==> src/rtl/melody_pkg.sv <==
package melody_pkg;

  typedef enum logic [2:0] {
    ST_IDLE,
    ST_PTR,
    ST_PTR_CAP,
    ST_FETCH,
    ST_NOTE_CAP,
    ST_PLAY,
    ST_DONE
  } seq_state_e;

  localparam int PITCH_W   = 6;
  localparam int BEAT_W    = 3;
  localparam int FX_W      = 3;
  localparam int TEMPO_W   = 4;
  localparam int HP_W      = 7;
  localparam int NUM_SEMI  = 46;
  localparam int MAX_BEATS = 8;

  localparam logic [FX_W-1:0] FX_TREM   = 3'd1;
  localparam logic [FX_W-1:0] FX_TRIPLE = 3'd2;
  localparam logic [FX_W-1:0] FX_PERC_A = 3'd3;
  localparam logic [FX_W-1:0] FX_PERC_B = 3'd4;
  localparam logic [FX_W-1:0] FX_PERC_C = 3'd5;

  localparam logic [7:0] LFSR_SEED = 8'hB4;

  // Half-period in ticks for a semitone index; zero marks a rest.
  function automatic logic [HP_W-1:0] semi_half_period(input logic [PITCH_W-1:0] idx);
    logic [HP_W-1:0] base;
    logic [PITCH_W-1:0] octave;
    if (int'(idx) >= NUM_SEMI) begin
      return '0;
    end
    octave = idx / 6'd12;
    case (idx % 6'd12)
      6'd0:    base = 7'd64;
      6'd1:    base = 7'd60;
      6'd2:    base = 7'd57;
      6'd3:    base = 7'd54;
      6'd4:    base = 7'd51;
      6'd5:    base = 7'd48;
      6'd6:    base = 7'd45;
      6'd7:    base = 7'd43;
      6'd8:    base = 7'd40;
      6'd9:    base = 7'd38;
      6'd10:   base = 7'd36;
      default: base = 7'd34;
    endcase
    return base >> octave[1:0];
  endfunction

  function automatic logic [3:0] beat_units(input logic [BEAT_W-1:0] code);
    case (code)
      3'd0:    return 4'd1;
      3'd1:    return 4'd2;
      3'd2:    return 4'd3;
      3'd3:    return 4'd4;
      3'd4:    return 4'd6;
      default: return 4'd8;
    endcase
  endfunction

endpackage

==> src/rtl/mel_ctrl.sv <==
module mel_ctrl
  import melody_pkg::*;
#(
  parameter int ADDR_W   = 10,
  parameter int SONG_W   = 5,
  parameter int UNIT_CYC = 4,
  parameter int DUR_W    = 10
) (
  input  logic                 clk,
  input  logic                 rst_n,
  input  logic                 play,
  input  logic [SONG_W-1:0]    song_sel,
  input  logic [18:0]          rdata,
  output logic                 mem_en,
  output logic [ADDR_W-1:0]    mem_addr,
  output logic                 active,
  output logic                 playing,
  output logic                 note_load,
  output logic                 irq,
  output logic [PITCH_W-1:0]   pitch_a,
  output logic [PITCH_W-1:0]   pitch_b,
  output logic [FX_W-1:0]      fx,
  output logic [DUR_W-1:0]     elapsed,
  output logic [DUR_W-1:0]     unit_len
);

  seq_state_e          st_q, st_d;
  logic [SONG_W-1:0]   song_q, song_d;
  logic [ADDR_W-1:0]   addr_q, addr_d;
  logic [TEMPO_W-1:0]  tempo_q, tempo_d;
  logic [PITCH_W-1:0]  pa_q, pa_d, pb_q, pb_d;
  logic [FX_W-1:0]     fx_q, fx_d;
  logic                last_q, last_d;
  logic [DUR_W-1:0]    elap_q, elap_d, dur_q, dur_d;
  logic [DUR_W-1:0]    note_dur;
  logic                stop_cmd;

  assign stop_cmd = play && (song_sel == '0);
  assign unit_len = DUR_W'((int'(tempo_q) + 1) * UNIT_CYC);
  assign note_dur = DUR_W'(int'(unit_len) * int'(beat_units(rdata[14:12])));

  always_comb begin
    st_d    = st_q;
    song_d  = song_q;
    addr_d  = addr_q;
    tempo_d = tempo_q;
    pa_d    = pa_q;
    pb_d    = pb_q;
    fx_d    = fx_q;
    last_d  = last_q;
    elap_d  = elap_q;
    dur_d   = dur_q;
    case (st_q)
      ST_IDLE: begin
        if (play && (song_sel != '0)) begin
          song_d = song_sel;
          st_d   = ST_PTR;
        end
      end
      ST_PTR:     st_d = ST_PTR_CAP;
      ST_PTR_CAP: begin
        addr_d  = rdata[ADDR_W-1:0];
        tempo_d = rdata[ADDR_W+TEMPO_W-1:ADDR_W];
        st_d    = ST_FETCH;
      end
      ST_FETCH:   st_d = ST_NOTE_CAP;
      ST_NOTE_CAP: begin
        pa_d   = rdata[5:0];
        pb_d   = rdata[11:6];
        fx_d   = rdata[17:15];
        last_d = rdata[18];
        dur_d  = note_dur;
        elap_d = '0;
        st_d   = ST_PLAY;
      end
      ST_PLAY: begin
        if (elap_q == dur_q - DUR_W'(1)) begin
          if (last_q) begin
            st_d = ST_DONE;
          end else begin
            addr_d = addr_q + ADDR_W'(1);
            st_d   = ST_FETCH;
          end
        end else begin
          elap_d = elap_q + DUR_W'(1);
        end
      end
      ST_DONE:    st_d = ST_IDLE;
      default:    st_d = ST_IDLE;
    endcase
    if (stop_cmd) begin
      st_d = ST_IDLE;
    end
  end

  always_ff @(posedge clk or negedge rst_n) begin
    if (!rst_n) begin
      st_q    <= ST_IDLE;
      song_q  <= '0;
      addr_q  <= '0;
      tempo_q <= '0;
      pa_q    <= '0;
      pb_q    <= '0;
      fx_q    <= '0;
      last_q  <= 1'b0;
      elap_q  <= '0;
      dur_q   <= '0;
    end else begin
      st_q    <= st_d;
      song_q  <= song_d;
      addr_q  <= addr_d;
      tempo_q <= tempo_d;
      pa_q    <= pa_d;
      pb_q    <= pb_d;
      fx_q    <= fx_d;
      last_q  <= last_d;
      elap_q  <= elap_d;
      dur_q   <= dur_d;
    end
  end

  assign mem_en    = (st_q == ST_PTR) || (st_q == ST_FETCH);
  assign mem_addr  = (st_q == ST_PTR) ? (ADDR_W'(song_q) - ADDR_W'(1)) : addr_q;
  assign active    = (st_q != ST_IDLE);
  assign playing   = (st_q == ST_PLAY);
  assign note_load = (st_q == ST_NOTE_CAP);
  assign irq       = (st_q == ST_DONE);
  assign pitch_a   = pa_q;
  assign pitch_b   = pb_q;
  assign fx        = fx_q;
  assign elapsed   = elap_q;

endmodule

==> src/rtl/mel_tone.sv <==
module mel_tone #(
  parameter int HP_W = 7
) (
  input  logic            clk,
  input  logic            rst_n,
  input  logic            clear,
  input  logic            run,
  input  logic            tick,
  input  logic [HP_W-1:0] half_period,
  output logic            sq
);

  logic [HP_W-1:0] cnt_q, cnt_d;
  logic            sq_q, sq_d;
  logic            step_en;

  assign step_en = run && tick && (half_period != '0);

  always_comb begin
    cnt_d = cnt_q;
    sq_d  = sq_q;
    if (clear) begin
      cnt_d = '0;
      sq_d  = 1'b0;
    end else if (step_en) begin
      if (cnt_q >= half_period - HP_W'(1)) begin
        cnt_d = '0;
        sq_d  = ~sq_q;
      end else begin
        cnt_d = cnt_q + HP_W'(1);
      end
    end
  end

  always_ff @(posedge clk or negedge rst_n) begin
    if (!rst_n) begin
      cnt_q <= '0;
      sq_q  <= 1'b0;
    end else begin
      cnt_q <= cnt_d;
      sq_q  <= sq_d;
    end
  end

  assign sq = sq_q;

endmodule

==> src/rtl/mel_fx.sv <==
module mel_fx
  import melody_pkg::*;
#(
  parameter int DUR_W    = 10,
  parameter int TREM_BIT = 3
) (
  input  logic             clk,
  input  logic             rst_n,
  input  logic             load,
  input  logic             run,
  input  logic [FX_W-1:0]  fx,
  input  logic [DUR_W-1:0] elapsed,
  input  logic [DUR_W-1:0] unit_len,
  input  logic             sq_a,
  input  logic             sq_b,
  output logic             tone_a,
  output logic             tone_b,
  output logic             mix_out
);

  logic [7:0] lfsr_q, lfsr_d;
  logic       phase_q, phase_d;
  logic       noise, perc_on, trem_off;

  always_comb begin
    lfsr_d = lfsr_q;
    if (load) begin
      lfsr_d = LFSR_SEED;
    end else if (run) begin
      lfsr_d = {lfsr_q[6:0], lfsr_q[7] ^ lfsr_q[5] ^ lfsr_q[4] ^ lfsr_q[3]};
    end
    phase_d = ~phase_q;
  end

  always_ff @(posedge clk or negedge rst_n) begin
    if (!rst_n) begin
      lfsr_q  <= LFSR_SEED;
      phase_q <= 1'b0;
    end else begin
      lfsr_q  <= lfsr_d;
      phase_q <= phase_d;
    end
  end

  always_comb begin
    case (fx)
      FX_PERC_A: noise = lfsr_q[0];
      FX_PERC_B: noise = lfsr_q[2];
      FX_PERC_C: noise = lfsr_q[5];
      default:   noise = 1'b0;
    endcase
  end

  assign perc_on  = (fx >= FX_PERC_A) && (fx <= FX_PERC_C) && (elapsed < unit_len);
  assign trem_off = (fx == FX_TREM) && elapsed[TREM_BIT];
  assign tone_a   = run && !trem_off && (perc_on ? noise : sq_a);
  assign tone_b   = run && !trem_off && sq_b;
  assign mix_out  = phase_q ? tone_b : tone_a;

endmodule

==> src/rtl/melody_seq.sv <==
module melody_seq
  import melody_pkg::*;
#(
  parameter int ADDR_W   = 10,
  parameter int SONG_W   = 5,
  parameter int WORD_W   = 22,
  parameter int UNIT_CYC = 4,
  parameter int TREM_BIT = 3
) (
  input  logic              clk,
  input  logic              rst_n,
  input  logic [SONG_W-1:0] song_sel,
  input  logic              play,
  input  logic              busy_mode,
  input  logic              tone_tick,
  output logic              mem_en,
  output logic [ADDR_W-1:0] mem_addr,
  input  logic [WORD_W-1:0] mem_rdata,
  output logic              busy,
  output logic              irq,
  output logic              tone_a,
  output logic              tone_b,
  output logic              mix_out
);

  localparam int DUR_W  = $clog2(MAX_BEATS * (1 << TEMPO_W) * UNIT_CYC + 1);
  localparam int NUM_CH = 2;

  logic [1:0]          sync_q;
  logic                rst_int_n;
  logic                active, playing, note_load;
  logic [PITCH_W-1:0]  pitch_a, pitch_b;
  logic [FX_W-1:0]     fx;
  logic [DUR_W-1:0]    elapsed, unit_len;
  logic [HP_W-1:0]     hp_base_a, hp_base_b;
  logic [HP_W-1:0]     hp [NUM_CH];
  logic [NUM_CH-1:0]   sq;

  always_ff @(posedge clk or negedge rst_n) begin
    if (!rst_n) begin
      sync_q <= '0;
    end else begin
      sync_q <= {sync_q[0], 1'b1};
    end
  end
  assign rst_int_n = sync_q[1];

  mel_ctrl #(
    .ADDR_W  (ADDR_W),
    .SONG_W  (SONG_W),
    .UNIT_CYC(UNIT_CYC),
    .DUR_W   (DUR_W)
  ) u_ctrl (
    .clk      (clk),
    .rst_n    (rst_int_n),
    .play     (play),
    .song_sel (song_sel),
    .rdata    (mem_rdata[18:0]),
    .mem_en   (mem_en),
    .mem_addr (mem_addr),
    .active   (active),
    .playing  (playing),
    .note_load(note_load),
    .irq      (irq),
    .pitch_a  (pitch_a),
    .pitch_b  (pitch_b),
    .fx       (fx),
    .elapsed  (elapsed),
    .unit_len (unit_len)
  );

  assign hp_base_a = semi_half_period(pitch_a);
  assign hp_base_b = semi_half_period(pitch_b);
  assign hp[0] = (fx == FX_TRIPLE) ? (hp_base_a / HP_W'(3)) : hp_base_a;
  assign hp[1] = hp_base_b;

  for (genvar c = 0; c < NUM_CH; c++) begin : g_chan
    mel_tone #(.HP_W(HP_W)) u_tone (
      .clk        (clk),
      .rst_n      (rst_int_n),
      .clear      (note_load),
      .run        (playing),
      .tick       (tone_tick),
      .half_period(hp[c]),
      .sq         (sq[c])
    );
  end

  mel_fx #(
    .DUR_W   (DUR_W),
    .TREM_BIT(TREM_BIT)
  ) u_fx (
    .clk     (clk),
    .rst_n   (rst_int_n),
    .load    (note_load),
    .run     (playing),
    .fx      (fx),
    .elapsed (elapsed),
    .unit_len(unit_len),
    .sq_a    (sq[0]),
    .sq_b    (sq[1]),
    .tone_a  (tone_a),
    .tone_b  (tone_b),
    .mix_out (mix_out)
  );

  assign busy = busy_mode ? active : playing;

endmodule

==> config.mk <==
export PLATFORM = sky130hd
export DESIGN_NAME = melody_seq
export DESIGN_NICKNAME = d
export VERILOG_FILES = /design/src/rtl/melody_pkg.sv /design/src/rtl/mel_ctrl.sv /design/src/rtl/mel_tone.sv /design/src/rtl/mel_fx.sv /design/src/rtl/melody_seq.sv
export SDC_FILE = /design/constraint.sdc
export NUM_CORES = 1
export LEC_CHECK = 0
export ABC_CLOCK_PERIOD_IN_PS = 4800
export BUFFER_PORTS_ARGS = -buffer_cell sky130_fd_sc_hd__buf_2
export CAP_MARGIN = 20
export CORE_ASPECT_RATIO = 2
export CORE_MARGIN = 2
export CORE_UTILIZATION = 60
export DETAILED_ROUTE_END_ITERATION = 10
export PLACE_DENSITY = 0.79
export SYNTH_ARGS = -nofsm -noshare
export SYNTH_HDL_FRONTEND = slang
export SYNTH_SLANG_ARGS = --single-unit
==> constraint.sdc <==
create_clock -name clk -period 4.8 [get_ports clk]
set_clock_uncertainty 0.1 [all_clocks]
set_input_delay 0.96 -clock clk [delete_from_list [all_inputs] [get_ports clk]]
set_output_delay 0.96 -clock clk [all_outputs]
set_load 0.02 [all_outputs]
==> flow_metrics.env, run 1 <==
export IMPL_num_nets_final=1183
export IMPL_holdBufCountCts=0
export IMPL_path_class="reg2reg"
export IMPL_endpoint_kind="flop"
export IMPL_critPathRequiredTime_ns=4.98
export IMPL_synth_area_leaders="dfrtp_1 26%, ha_1 8.3%, nand2_1 5.8%, o21ai_0 5.0%, nor2_1 3.6%"
export IMPL_grt_pass1_vias=7964
export IMPL_h_tree_depth=3
export IMPL_rows=58
export IMPL_yosys_area_share_simple_pct=23.2
export IMPL_fin_crit_sh_pct=111
export IMPL_synth_common_cells="119 x nand2_1, 79 x dfrtp_1, 77 x o21ai_0"
export IMPL_synthAdderAreaFrac_pct=10.4
export IMPL_synth_most_common_cell="nand2_1"
export IMPL_drtAntennaViolNets=0
export IMPL_rr_startpoint="u_ctrl.pitch_a[3]"
export IMPL_clk_latency_ns=0.34
export IMPL_port_buffer_count=44
export IMPL_synth_yosys_seq_area_share_pct=27.1
export IMPL_hold_viol=0
export IMPL_tightest_slew_ns=0.844
export IMPL_period_needed_ns=5.34
export IMPL_synth_compound_area_share_pct=23.7
export IMPL_die_h_um=164
export IMPL_fmax_mhz=187
export IMPL_drive_gt1_share_pct=27.7
export IMPL_syn_inst=954
export IMPL_holdWs_ns=0.0755
export IMPL_pin_count=48
export IMPL_num_vias=7912
export IMPL_drt_iter0_drc=508
export IMPL_first_pass_iters=7
export IMPL_synth_warnings=0
export IMPL_synth_top_area_share_pct=25.7
export IMPL_setup_violations=8
export IMPL_outcome="complete, but fails checks"
export IMPL_routed_wl_um=22800
export IMPL_synth_async_reset_ratio_pct=100
export IMPL_crit_chain="buf_6 > and4bb_2 > a221oi_2 > o2111ai_2 > o211a_4 > or3_4 > o21ai_2 > a221oi_2 > a41oi_2 > ha_4 > a221oi_2 > a31o_2 > ha_4 > ha_4 > a21o_1 > a21o_1 > a21o_1 > a21o_1 > a21o_1 > a21o_1 > or3_4 > nor3b_2 > a21o_1"
export IMPL_wl_per_cell_um=18.3
export IMPL_slew_violations=0
export IMPL_violations="setup timing"
export IMPL_critPathMaxFanout=6
export IMPL_muxShareOfSynthArea_pct=3.61
export IMPL_antenna_found_initial=0
export IMPL_synth_xor_area_share_pct=6.03
export IMPL_n_fill_cell=932
export IMPL_crit_top_cell="a21o_1"
export IMPL_tritoncts="done"
export IMPL_start_util_pct=61.3
export IMPL_drv_cap=0
export IMPL_numCtsBuffers=9
export IMPL_avgSynthCellArea_um2=8.07
export IMPL_globalplace_congestion=1.01
export IMPL_synthFlopType="dfrtp_1"
export IMPL_synth_area_leader_cell="dfrtp_1"
export IMPL_slowest_stage="dfrtp_2"
export IMPL_hpwl_um=17400
export IMPL_core_um2=12600
export IMPL_netlist_area_um2=7700
export IMPL_syn_to_final_growth_pct=24.9
export IMPL_clkTransAtPathRegs_ns=0.06
export IMPL_hold_path_class="reg2async"
export IMPL_grt_max_degree=82
export IMPL_grtUsageTotal_pct=33.2
export IMPL_synth_seq_cells=83
export IMPL_vias_per_cell=6.33
export IMPL_cts_sinks=83
export IMPL_dieArea_um2=13800
export IMPL_diodes=0
export IMPL_cts_buffer_depth=2
export IMPL_syn_num_nets=1043
export IMPL_worst_slack_ns=-0.537
export IMPL_synth_top_family_by_area="compound AO/OA/AOI/OAI gates"
export IMPL_path_delay_family="compound AO/OA/AOI/OAI gates"
export IMPL_start_kind="flop"
export IMPL_synth_edff_count=0
export IMPL_utilization_pct=76.5
export IMPL_cp_data_arrival_time_ns=5.51
export IMPL_synth_cell_types=88
export IMPL_die_x_um=84.1
export IMPL_slew_headroom_pct=43.6
export IMPL_slowest_delay_ns=0.47
export IMPL_grt_setup_unrepaired="true"
export IMPL_grt_pass1_wl_um=37100
export IMPL_clockRootBuffer="clkbuf_16"
export IMPL_path_buf_inv=1
export IMPL_worstSetupStartpoint="u_ctrl.pitch_a[3]"
export IMPL_overflow=0
export IMPL_route_detailed_drc=0
==> metrics by stage <==
step	instances	instance area, um^2	setup TNS, ns	setup WS (ns)
6_report	1249	9610	-3.84	-0.537
5_1_grt	1249	9610	-5.26	-0.718
4_1_cts	1243	9390	-3.41	-0.513
3_5_place_dp	1224	8900	-5.30	-0.840
3_3_place_gp	1224	8900	-3.84	-0.630
2_1_floorplan	954	7820	-2.21	-0.447
==> per-layer routing <==
| layer | global-route usage (%) | wire [um] |
|---|---|---|
| met4 | 20.2 | 1340 |
| met1 | 32.4 | 7850 |
| met3 | 2.51 | 737 |
| met2 | 65.9 | 12900 |
| met5 | 0 | 0 |
==> cell type report <==
| type | instances | area (um^2) | area share [%] |
|---|---|---|---|
| clock buffers | 11 | 243 | 2.53 |
| clock inverters | 5 | 62.6 | 0.651 |
| inverters | 46 | 173 | 1.80 |
| multi-input cells | 769 | 5520 | 57.5 |
| flip-flops and latches | 83 | 2100 | 21.8 |
| well taps | 150 | 188 | 1.95 |
| repair buffers | 185 | 1330 | 13.8 |
==> placed cells by master, fill, tap and decap left out, drive strengths merged, types with 8 or more instances in the layout <==
cell and n:
nand2 119, nor2 75, nor4 8, mux2i 12
a21o 24, nor3 22, a21oi 42, o22ai 9
xnor2 27, clkbuf 11, inv 45, a221oi 8
xor2 26, and3 10, nor3b 11, mux2 14
ha 51, o21ai 79, buf 185, nor2b 14
a31oi 13, nand2b 22, o211ai 15, nand3 37
dfrtp 79
==> sequential cells by signal, summed over array words and instances, names as in the netlist, 4 cells and up <==
signal / flops
u_ctrl.addr_q: 10
u_ctrl.tempo_q: 4
g_chan.u_tone.cnt_q: 14
u_ctrl.elapsed: 10
u_fx.lfsr_q: 8
u_ctrl.song_q: 5
u_ctrl.dur_q: 8
u_ctrl.pitch_b: 6
u_ctrl.pitch_a: 6
==> worst reg2reg max path: stages, from the launching register on <==
cell	delay [ns]
dfrtp_2	0.47
buf_6	0.15
and4bb_2	0.23
a221oi_2	0.24
o2111ai_2	0.17
o211a_4	0.31
or3_4	0.36
o21ai_2	0.14
a221oi_2	0.08
a41oi_2	0.28
ha_4	0.25
a221oi_2	0.16
a31o_2	0.24
ha_4	0.22
ha_4	0.21
a21o_1	0.17
a21o_1	0.15
a21o_1	0.15
a21o_1	0.15
a21o_1	0.15
a21o_1	0.17
or3_4	0.42
nor3b_2	0.19
a21o_1	0.10
==> cells by family (layout without fill, tap and decap cells) <==
family,count (synthesis),after routing
AOI/OAI and AO/OA,268,268
xor gates and xnor gates,53,53
adders and majority gates,61,61
buffers and inverters,102,247
DFF,83,83
muxes,26,26
other,1,1
and+or+nand+nor,360,360
==> final timing paths <==
path / end / cells after the start / slack [ns]
worst min register to register: u_ctrl.elapsed[6] / 0 / 0.08
min in group clk: sync_q[1] / 0 / 0.25
worst max register to register: g_chan[0].u_tone.cnt_q[3] / 23 / -0.54
max in group asynchronous: u_fx.lfsr_q[2] / 1 / 3.88
worst max-delay path: g_chan[0].u_tone.cnt_q[3] / 23 / -0.54
worst min-delay path: u_ctrl.elapsed[6] / 0 / 0.08
==> repair_timing <==
| action | in CTS | in global routing |
|---|---|---|
| cloned | 0 | 0 |
| pin swaps | 13 | 6 |
| resized for setup | 27 | 37 |
| endpoints found under the setup margin | 10 | 16 |
| setup buffers | 3 | 5 |
Power of run 1 is left out: the tool's default activity adds up to more than one toggle a clock period on the data nets, which glitch-free logic cannot reach.
==> run 2: changes to the inputs <==
--- a/config.mk
+++ b/config.mk
@@ -13,6 +13,7 @@
 export CORE_UTILIZATION = 60
 export DETAILED_ROUTE_END_ITERATION = 10
 export PLACE_DENSITY = 0.79
+export SETUP_SLACK_MARGIN = 0.1
 export SYNTH_ARGS = -nofsm -noshare
 export SYNTH_HDL_FRONTEND = slang
 export SYNTH_SLANG_ARGS = --single-unit
==> flow_metrics.env, run 2 (synthesized netlist as in run 1, its figures left out) <==
export IMPL_wl_per_cell_um=18.3
export IMPL_hold_viol=0
export IMPL_hold_path_class="reg2async"
export IMPL_outcome="complete, but fails checks"
export IMPL_period_needed_ns=5.33
export IMPL_drt_iter0_drc=497
export IMPL_num_nets_final=1188
export IMPL_diodes=0
export IMPL_largest_reg_flops=14
export IMPL_slew_headroom_pct=43.0
export IMPL_fin_area_um2=9680
export IMPL_slew_violations=0
export IMPL_grt_max_degree=82
export IMPL_top_register="g_chan.u_tone.cnt_q"
export IMPL_globalplace_congestion=1.01
export IMPL_r2r_end="g_chan[0].u_tone.cnt_q[3]"
export IMPL_drive_gt1_share_pct=28.2
export IMPL_critPathRequiredTime_ns=4.98
export IMPL_start_util_pct=61.3
export IMPL_r2r_setup_slack_ns=-0.53
export IMPL_vias_per_cell=6.34
export IMPL_hpwl_um=17400
export IMPL_cts_sinks=83
export IMPL_rr_startpoint="u_ctrl.pitch_a[3]"
export IMPL_pin_count=48
export IMPL_grt_pass1_wl_um=37200
export IMPL_path_class="reg2reg"
export IMPL_port_buffer_count=44
export IMPL_die_x_um=84.1
export IMPL_dp_cells=1224
export IMPL_route_detailed_drc=0
export IMPL_tritoncts="done"
export IMPL_routed_wl_um=22900
export IMPL_start_kind="flop"
export IMPL_rows=58
export IMPL_h_tree_depth=3
export IMPL_antenna_found_initial=0
export IMPL_setup_violations=8
export IMPL_holdBufCountCts=0
export IMPL_grt_setup_unrepaired="true"
export IMPL_n_fill_cell=917
export IMPL_violations="setup timing"
export IMPL_die_h_um=164
export IMPL_final_cells=1254
export IMPL_drv_cap=0
export IMPL_num_vias=7954
export IMPL_fin_crit_sh_pct=111
export IMPL_core_um2=12600
export IMPL_utilization_pct=77.1
export IMPL_endpoint_kind="flop"
export IMPL_critPathMaxFanout=6
export IMPL_dieArea_um2=13800
export IMPL_layout_common_cells="138 x buf_4, 118 x nand2_1, 71 x o21ai_0"
export IMPL_clockRootBuffer="clkbuf_16"
export IMPL_grt_pass1_vias=7961
export IMPL_first_pass_iters=5
export IMPL_final_common_cell="buf_4"
export IMPL_cts_buffer_depth=2
export IMPL_clk_latency_ns=0.34
export IMPL_grtUsageTotal_pct=33.3
export IMPL_placedInstanceArea_um2=8900
export IMPL_rr_worst_depth=23
export IMPL_clkTransAtPathRegs_ns=0.06
export IMPL_fmax_mhz=188
export IMPL_worst_slack_ns=-0.530
export IMPL_syn_to_final_growth_pct=25.8
export IMPL_drtAntennaViolNets=0
export IMPL_overflow=0
export IMPL_cp_data_arrival_time_ns=5.51
export IMPL_holdWs_ns=0.0758
export IMPL_tightest_slew_ns=0.853
export IMPL_numCtsBuffers=9
[run 2: worst max-delay path, stage by stage (launching register included)]
cell and delay [ns]:
dfrtp_2 0.47, buf_6 0.14, and4bb_2 0.23, a221oi_2 0.24, o2111ai_2 0.17, o211a_4 0.31
or3_4 0.36, o21ai_2 0.14, a221oi_2 0.08, a41oi_2 0.28, ha_4 0.25, a221oi_2 0.16
a31o_2 0.24, ha_4 0.22, ha_4 0.21, a21o_1 0.17, a21o_1 0.15, a21o_1 0.15
a21o_1 0.15, a21o_1 0.15, a21o_1 0.18, or3_4 0.42, nor3b_2 0.19, a21o_1 0.10
[run 2: metal layers]
layer / GRT usage [%] / part of all wire (%)
met1: 32.5 / 34
met2: 65.9 / 57
met3: 2.51 / 3.3
met4: 20.2 / 5.7
met5: 0 / 0
[run 2: area by class of cell]
class | count | area, um^2 | share of cell area, %
inverter | 46 | 173 | 1.78
timing repair buffer | 190 | 1370 | 14.1
clock buffer | 11 | 243 | 2.51
clock inverter | 5 | 62.6 | 0.646
multi-input combinational | 769 | 5550 | 57.3
tap | 150 | 188 | 1.94
sequential | 83 | 2100 | 21.7
[run 2: how the worst max path moves through the flow]
| stage | startpoint | to |
|---|---|---|
| global placement | u_ctrl.pitch_a[5] | g_chan[0].u_tone.cnt_q[3] |
| floorplan | u_ctrl.pitch_a[5] | g_chan[0].u_tone.cnt_q[3] |
| CTS | u_ctrl.pitch_a[3] | g_chan[0].u_tone.cnt_q[2] |
| global route | u_ctrl.pitch_a[3] | g_chan[0].u_tone.cnt_q[3] |
| detailed placement | u_ctrl.pitch_a[5] | g_chan[0].u_tone.cnt_q[3] |
| finish | u_ctrl.pitch_a[3] | g_chan[0].u_tone.cnt_q[3] |
[run 2: timing repair]
action	4_1_cts	5_1_grt
endpoints found under the setup margin	13	15
pin swaps	13	9
gates resized for setup	29	43
setup buffers	3	10
hold endpoints to repair	0	0
[run 2: through the flow]
step	TNS (ns)	setup WS [ns]
finish	-3.78	-0.530
global route	-5.26	-0.718
CTS	-3.41	-0.513
detailed placement	-5.30	-0.840
global placement	-3.84	-0.630
floorplan	-2.21	-0.447
Power of run 2 is left out for the same reason.
